File: config.mk
export PLATFORM = sky130hd
export DESIGN_NAME = pteg_search
export DESIGN_NICKNAME = d
export VERILOG_FILES = /design/src/rtl/pteg_pkg.sv /design/src/rtl/pteg_cand_match.sv /design/src/rtl/pteg_access.sv /design/src/rtl/pteg_flag_merge.sv /design/src/rtl/pteg_search.sv
export SDC_FILE = /design/constraint.sdc
export NUM_CORES = 1
export LEC_CHECK = 0
export BUFFER_PORTS_ARGS = -buffer_cell sky130_fd_sc_hd__buf_2
export CAP_MARGIN = 30
export CORE_MARGIN = 2
export CORE_UTILIZATION = 48
export DETAILED_ROUTE_END_ITERATION = 12
export GPL_TIMING_DRIVEN = 0
export PLACE_DENSITY = 0.74
export SLEW_MARGIN = 20
export SYNTH_ARGS = -nofsm -noshare
export SYNTH_HDL_FRONTEND = slang
export SYNTH_SLANG_ARGS = --single-unit
export TNS_END_PERCENT = 20
File: constraint.sdc
create_clock -name clk -period 3.2 [get_ports clk]
set_input_delay 0.64 -clock clk [delete_from_list [all_inputs] [get_ports clk]]
set_output_delay 0.64 -clock clk [all_outputs]
set_load 0.05 [all_outputs]
File: src/rtl/pteg_pkg.sv
package pteg_pkg;
  localparam int WORD_W = 32;

  // First-word bits compared against the requested match word
  localparam logic [WORD_W-1:0] CMP_MASK   = 32'h7FFF_FFBF;
  // Second-word bits that every match in one group must agree on
  localparam logic [WORD_W-1:0] AGREE_MASK = 32'hFFFF_F07B;
  localparam logic [WORD_W-1:0] REF_FLAG   = 32'h0000_0100;
  localparam logic [WORD_W-1:0] CHG_FLAG   = 32'h0000_0080;
  localparam int SMALL_PAGE_LOG2 = 12;

  typedef enum logic [1:0] {
    RC_GRANT = 2'b00,
    RC_DENY  = 2'b01,
    RC_NONE  = 2'b10
  } rcode_t;

  typedef enum logic [2:0] {
    S_IDLE,
    S_RD_REQ,
    S_RD_WAIT,
    S_FIN,
    S_WB_REQ,
    S_DONE
  } st_t;

  // Rights encoding: bit 0 read allowed, bit 1 write allowed
  function automatic logic [1:0] rights(input logic k, input logic [1:0] pp);
    logic [1:0] r;
    case ({k, pp})
      3'b0_00, 3'b0_01, 3'b0_10: r = 2'b11;
      3'b0_11:                   r = 2'b01;
      3'b1_00:                   r = 2'b00;
      3'b1_10:                   r = 2'b11;
      default:                   r = 2'b01;
    endcase
    return r;
  endfunction

  // Effective-address bits between the small-page boundary and the page size
  function automatic logic [WORD_W-1:0] big_page_bits(input logic [WORD_W-1:0] ea,
                                                      input logic [4:0] lg);
    logic [WORD_W-1:0] m;
    m = '0;
    for (int b = SMALL_PAGE_LOG2; b < WORD_W; b++) begin
      if (b < int'(lg)) m[b] = 1'b1;
    end
    return ea & m;
  endfunction

  function automatic logic words_disagree(input logic [WORD_W-1:0] a,
                                          input logic [WORD_W-1:0] b);
    return ((a ^ b) & AGREE_MASK) != '0;
  endfunction
endpackage

File: src/rtl/pteg_cand_match.sv
module pteg_cand_match
  import pteg_pkg::*;
(
  input  logic [WORD_W-1:0] first_word,
  input  logic [WORD_W-1:0] want_word,
  input  logic              want_hsel,
  output logic              is_hit
);
  logic valid_bit;
  logic sel_ok;
  logic body_ok;

  always_comb begin
    valid_bit = first_word[WORD_W-1];
    sel_ok    = (first_word[6] == want_hsel);
    body_ok   = ((first_word & CMP_MASK) == want_word);
    is_hit    = valid_bit && sel_ok && body_ok;
  end
endmodule

File: src/rtl/pteg_access.sv
module pteg_access
  import pteg_pkg::*;
(
  input  logic       prot_key,
  input  logic [1:0] pp,
  input  logic       is_write,
  output logic [1:0] prot,
  output logic       allow
);
  always_comb begin
    prot  = rights(prot_key, pp);
    allow = is_write ? prot[1] : prot[0];
  end
endmodule

File: src/rtl/pteg_flag_merge.sv
module pteg_flag_merge
  import pteg_pkg::*;
(
  input  logic [WORD_W-1:0] old_word,
  input  logic              mark_changed,
  output logic [WORD_W-1:0] new_word,
  output logic              differs
);
  always_comb begin
    new_word = old_word | REF_FLAG | (mark_changed ? CHG_FLAG : '0);
    differs  = (new_word != old_word);
  end
endmodule

File: src/rtl/pteg_search.sv
module pteg_search
  import pteg_pkg::*;
#(
  parameter int ENTRIES = 8,
  parameter int AW      = 32,
  localparam int IW     = $clog2(ENTRIES)
) (
  input  logic              clk,
  input  logic              rst_n,
  input  logic              start,
  input  logic [AW-1:0]     grp_base,
  input  logic [WORD_W-1:0] match_word,
  input  logic              hsel,
  input  logic              is_write,
  input  logic              key,
  input  logic [WORD_W-1:0] eff_addr,
  input  logic [4:0]        page_log2,
  output logic              busy,
  output logic              done,
  output logic [1:0]        res_code,
  output logic [WORD_W-1:0] res_raddr,
  output logic [1:0]        res_prot,
  output logic [IW-1:0]     res_index,
  output logic              mem_req_valid,
  input  logic              mem_req_ready,
  output logic              mem_req_write,
  output logic [AW-1:0]     mem_req_addr,
  output logic [WORD_W-1:0] mem_req_wdata,
  input  logic              mem_rsp_valid,
  input  logic [WORD_W-1:0] mem_rsp_data
);
  localparam logic [IW-1:0] LAST_IDX = IW'(ENTRIES - 1);

  st_t               st_q;
  logic [IW-1:0]     idx_q;
  logic              half_q;
  logic [AW-1:0]     base_q;
  logic [WORD_W-1:0] mw_q;
  logic              hs_q;
  logic              wr_q;
  logic              key_q;
  logic [WORD_W-1:0] ea_q;
  logic [4:0]        lg_q;
  logic              have_q;
  logic [WORD_W-1:0] saved_q;
  logic [IW-1:0]     good_q;
  logic [1:0]        prot_q;
  rcode_t            code_q;
  logic [WORD_W-1:0] wb_q;

  // Named internal events, observed by the checker
  logic ev_rsp_first;
  logic ev_rsp_second;
  logic ev_clash;
  logic ev_grant;
  logic at_last;

  logic              cand_hit;
  logic [1:0]        acc_prot;
  logic              acc_allow;
  logic [WORD_W-1:0] merged_word;
  logic              merged_differs;

  pteg_cand_match u_match (
    .first_word (mem_rsp_data),
    .want_word  (mw_q),
    .want_hsel  (hs_q),
    .is_hit     (cand_hit)
  );

  pteg_access u_access (
    .prot_key (key_q),
    .pp       (mem_rsp_data[1:0]),
    .is_write (wr_q),
    .prot     (acc_prot),
    .allow    (acc_allow)
  );

  pteg_flag_merge u_merge (
    .old_word     (saved_q),
    .mark_changed (wr_q && (code_q == RC_GRANT)),
    .new_word     (merged_word),
    .differs      (merged_differs)
  );

  always_comb begin
    ev_rsp_first  = (st_q == S_RD_WAIT) && mem_rsp_valid && !half_q;
    ev_rsp_second = (st_q == S_RD_WAIT) && mem_rsp_valid && half_q;
    ev_clash      = ev_rsp_second && have_q && words_disagree(mem_rsp_data, saved_q);
    ev_grant      = ev_rsp_second && !ev_clash && acc_allow;
    at_last       = (idx_q == LAST_IDX);
  end

  always_ff @(posedge clk or negedge rst_n) begin
    if (!rst_n) begin
      st_q      <= S_IDLE;
      idx_q     <= '0;
      half_q    <= 1'b0;
      base_q    <= '0;
      mw_q      <= '0;
      hs_q      <= 1'b0;
      wr_q      <= 1'b0;
      key_q     <= 1'b0;
      ea_q      <= '0;
      lg_q      <= '0;
      have_q    <= 1'b0;
      saved_q   <= '0;
      good_q    <= '0;
      prot_q    <= '0;
      code_q    <= RC_NONE;
      wb_q      <= '0;
      res_code  <= RC_NONE;
      res_raddr <= '0;
      res_prot  <= '0;
      res_index <= '0;
    end else begin
      case (st_q)
        S_IDLE: begin
          if (start) begin
            base_q <= grp_base;
            mw_q   <= match_word;
            hs_q   <= hsel;
            wr_q   <= is_write;
            key_q  <= key;
            ea_q   <= eff_addr;
            lg_q   <= page_log2;
            idx_q  <= '0;
            half_q <= 1'b0;
            have_q <= 1'b0;
            code_q <= RC_NONE;
            st_q   <= S_RD_REQ;
          end
        end
        S_RD_REQ: begin
          if (mem_req_ready) st_q <= S_RD_WAIT;
        end
        S_RD_WAIT: begin
          if (ev_rsp_first) begin
            if (cand_hit) begin
              half_q <= 1'b1;
              st_q   <= S_RD_REQ;
            end else if (at_last) begin
              st_q <= S_FIN;
            end else begin
              idx_q <= idx_q + 1'b1;
              st_q  <= S_RD_REQ;
            end
          end else if (ev_rsp_second) begin
            half_q <= 1'b0;
            if (ev_clash) begin
              have_q <= 1'b0;
              code_q <= RC_NONE;
              st_q   <= S_FIN;
            end else begin
              have_q  <= 1'b1;
              saved_q <= mem_rsp_data;
              good_q  <= idx_q;
              prot_q  <= acc_prot;
              if (acc_allow) begin
                code_q <= RC_GRANT;
                st_q   <= S_FIN;
              end else begin
                code_q <= RC_DENY;
                if (at_last) begin
                  st_q <= S_FIN;
                end else begin
                  idx_q <= idx_q + 1'b1;
                  st_q  <= S_RD_REQ;
                end
              end
            end
          end
        end
        S_FIN: begin
          if (have_q) begin
            res_code  <= code_q;
            res_raddr <= merged_word | big_page_bits(ea_q, lg_q);
            res_prot  <= prot_q;
            res_index <= good_q;
            wb_q      <= merged_word;
            st_q      <= merged_differs ? S_WB_REQ : S_DONE;
          end else begin
            res_code  <= RC_NONE;
            res_raddr <= '0;
            res_prot  <= '0;
            res_index <= '0;
            st_q      <= S_DONE;
          end
        end
        S_WB_REQ: begin
          if (mem_req_ready) st_q <= S_DONE;
        end
        S_DONE:  st_q <= S_IDLE;
        default: st_q <= S_IDLE;
      endcase
    end
  end

  always_comb begin
    busy          = (st_q != S_IDLE);
    done          = (st_q == S_DONE);
    mem_req_valid = (st_q == S_RD_REQ) || (st_q == S_WB_REQ);
    mem_req_write = (st_q == S_WB_REQ);
    mem_req_wdata = wb_q;
    if (st_q == S_WB_REQ)
      mem_req_addr = base_q + AW'({good_q, 3'b100});
    else
      mem_req_addr = base_q + AW'({idx_q, half_q, 2'b00});
  end
endmodule

==> flow_summary.json <==
{
  "status": "complete, but fails checks",
  "violations": "setup timing",
  "instances_no_fill": 1393,
  "fin_crit_sh_pct": 123,
  "pin_count": 248,
  "drt_iter0_markers": 537,
  "die_w_microns": 145,
  "overflow": 0,
  "first_pass_iters": 5,
  "antenna_found_initial": 11,
  "grt_pass1_wl_microns": 42800,
  "numPortBuffers": 233,
  "start_kind": "flip-flop",
  "postPlaceCellArea_sq_mm": 0.0116,
  "start_util_pct": 49.0,
  "yosysTopAreaCellShare_pct": 54.1,
  "stdcell_area_sq_mm": 0.0128,
  "rsz0062_at_grt": "yes",
  "slowest_delay_ps": 380,
  "cts_buffers": 23,
  "avgRoutedWirePerCell_microns": 19.6,
  "synth_top_area_cell": "dfrtp_1",
  "endpoint_kind": "output pin",
  "ctsLongestPathBuffers": 3,
  "yosysUniqueCellTypes": 54,
  "min_period_ps": 3950,
  "grt_use_total_pct": 25.9,
  "nets": 1255,
  "finClkSkew_ps": 9.85,
  "finalSetupViolations": 28,
  "htreeDepth": 1,
  "ys_seq_elements": 209,
  "critPathRequiredTime_ps": 2560,
  "syn-num-nets": 978,
  "hp-class": "input pin to async pin",
  "cts.sinks": 209,
  "post-synth-top-count-cell": "dfrtp_1",
  "synth_top_flop_cell": "dfrtp_1",
  "crit_arrival_ps": 3310,
  "powerDensity_mw_per_mm2": 852,
  "die_h_microns": 145,
  "drt_wl_total_microns": 27300,
  "synth_common_cells": "207 x dfrtp_1, 147 x nand2_1, 129 x mux2_2, 47 x xor2_1, 41 x xnor2_1",
  "vias": 7455,
  "die_area_sq_mm": 0.0211,
  "seq_area_frac_synth_pct": 54.7,
  "synth_enable_flop_cells": 0,
  "worstSkewPairLatency_ps": 500,
  "synth_area_sq_mm": 0.00957,
  "drc": 0,
  "area_growth_pct": 33.8,
  "postLayoutCoreUtil_pct": 65.5,
  "synthTopCellsByArea": "dfrtp_1 54%, mux2_2 15%, nand2_1 5.8%",
  "dpl.hpwl_microns": 20300,
  "cp_max_fo": 6,
  "place_ws_ps": -453,
  "final_critical_path_setup_slack_ps": -745,
  "maxCapViolations": 0,
  "p_leak_nw": 6.30,
  "hold_violations": 0,
  "gp_congestion": 0.865,
  "worst_pin_slew_ps": 760,
  "synth_cells": 830,
  "vias_per_cell": 5.35,
  "clk_pin_slew_ps": 60,
  "slowest_stage": "dfrtp_1",
  "critical_path_class": "flip-flop to output pin",
  "core.rowCount": 51,
  "ant_nets": 0,
  "max-slew-margin-rel_pct": 49.3,
  "postSynthAreaPerCell_sq_um": 11.5,
  "cts_root_buf": "clkbuf_16",
  "grt_pass1_vias": 7663,
  "core_area_sq_mm": 0.0195,
  "ir_worst_vdd_mv": 0.531,
  "dp_cells": 1330,
  "async_reset_ff_share_pct": 100,
  "synth_warnings": 0,
  "max_freq_mhz": 253,
  "drv_slew": 0,
  "worstPathCellList": "buf_8, nor3b_4, buf_6, mux2_4, ha_4, a21o_1, a21o_1, a21oi_4, nor3b_4, nand3_2, xnor2_4, buf_6",
  "reg2reg_depth": 8,
  "grt_max_degree": 101,
  "drive_gt1_share_pct": 44.4,
  "cts_tree": "done"
}
==> worst max-delay path, delay by kind of cell, from the launching register on <==
kind	cells	cell delay (ps)
flops	1	380
simple gates	3	740
fa+ha+maj	1	270
mux	1	330
xor+xnor	1	200
buf+inv	3	450
compound gates	3	440
==> worst paths after layout <==
kind / from / slack (ps) / to
worst max-delay path: st_q[1]$_DFFE_PN0P_ / -750 / mem_req_addr[31]
worst min-delay path: rst_n / 30 / ea_q[19]$_DFFE_PN0P_
worst max register to register: st_q[1]$_DFFE_PN0P_ / 250 / base_q[3]$_DFFE_PN0P_
worst min register to register: mem_req_wdata[8]$_DFFE_PN0P_ / 460 / mem_req_wdata[8]$_DFFE_PN0P_
max in group asynchronous: rst_n / 2350 / res_code[1]$_DFFE_PN1N_
min in group clk: grp_base[13] / 370 / base_q[13]$_DFFE_PN0P_
==> where the power goes <==
group / internal (W) / switching (W) / total [W] / leakage [nW]
registers: 0.00329 / 0.000656 / 0.00394 / 2.71
logic: 0.00200 / 0.00247 / 0.00448 / 3.24
clock network: 0.00149 / 0.000996 / 0.00248 / 0.347
total: 0.00678 / 0.00413 / 0.0109 / 6.30
==> metrics by stage <==
stage,total power [W],hold WS [ps],setup TNS (ps)
2_1_floorplan,0.00694,344,-9050
4_1_cts,0.0109,36.3,-14620
6_report,0.0109,33.5,-15700
3_3_place_gp,0.00785,445,-437840
3_5_place_dp,0.00797,453,-7780
5_1_grt,0.0114,46.6,-18690
==> sequential cells by signal (all words and copies together) (netlist names), 5 cells and up <==
register,cells
base_q,32
ea_q,19
lg_q,5
mem_req_wdata,32
mw_q,32
res_raddr,32
saved_q,32
==> timing repair <==
item	in CTS	in global routing
pin swaps	16	12
hold buffers	0	0
setup buffers	12	6
setup endpoints to repair	29	28
gates resized for setup	78	8
==> area by class of cell <==
class / count / area (sq um)
Multi-Input combinational cell: 572 / 4730
Buffer: 41 / 193
Tap cell: 265 / 332
Inverter: 7 / 26.3
Clock buffer: 36 / 704
Fill cell: 1531 / 6730
Timing Repair Buffer: 253 / 1550
Sequential cell: 209 / 5230
Antenna cell: 10 / 25.0
==> placed cells by master (no fill, tap or decap), types with 4 or more instances in the layout <==
master and n:
clkbuf_8 9, o21ai_0 34, diode_2 10, nor3_1 4, a31oi_1 10, nand2_1 145, xnor2_2 8, a21o_1 6
a22o_1 11, buf_6 27, a21oi_1 14, xor2_1 39, nand3_2 7, or2_2 4, xnor2_1 23, nor4_1 10
buf_2 211, nand2b_1 5, xnor2_4 10, ha_4 4, clkbuf_16 23, and3_1 6, clkbuf_1 34, and2_1 4
inv_1 7, mux2_2 127, buf_4 20, dfrtp_1 207, xor2_4 5, nand3_1 4, nand4_1 12, or3_1 6
nor2_1 10
==> kinds of logic (layout without fill, tap and decap cells) <==
kind of cell             Yosys count  count (layout)  share of synthesized area, %
adder cells (fa/ha/maj)            7               7                         0.994
flip-flops                       209             209                          54.7
XOR/XNOR                          88              88                          8.06
buffers and inverters             49             337                          2.09
other                              0              10                             0
AO/OA/AOI/OAI                     97              97                          6.50
AND/OR/NAND/NOR                  251             251                          12.5
multiplexers                     129             129                          15.2
==> metal layers <==
| metal | GRT usage (%) | share of wire (%) |
|---|---|---|
| met3 | 4.40 | 5.9 |
| met4 | 10.0 | 3.6 |
| met2 | 40.1 | 47 |
| met1 | 36.8 | 44 |
| met5 | 0 | 0.099 |
No activity file was read; power rests on OpenSTA's default activity.
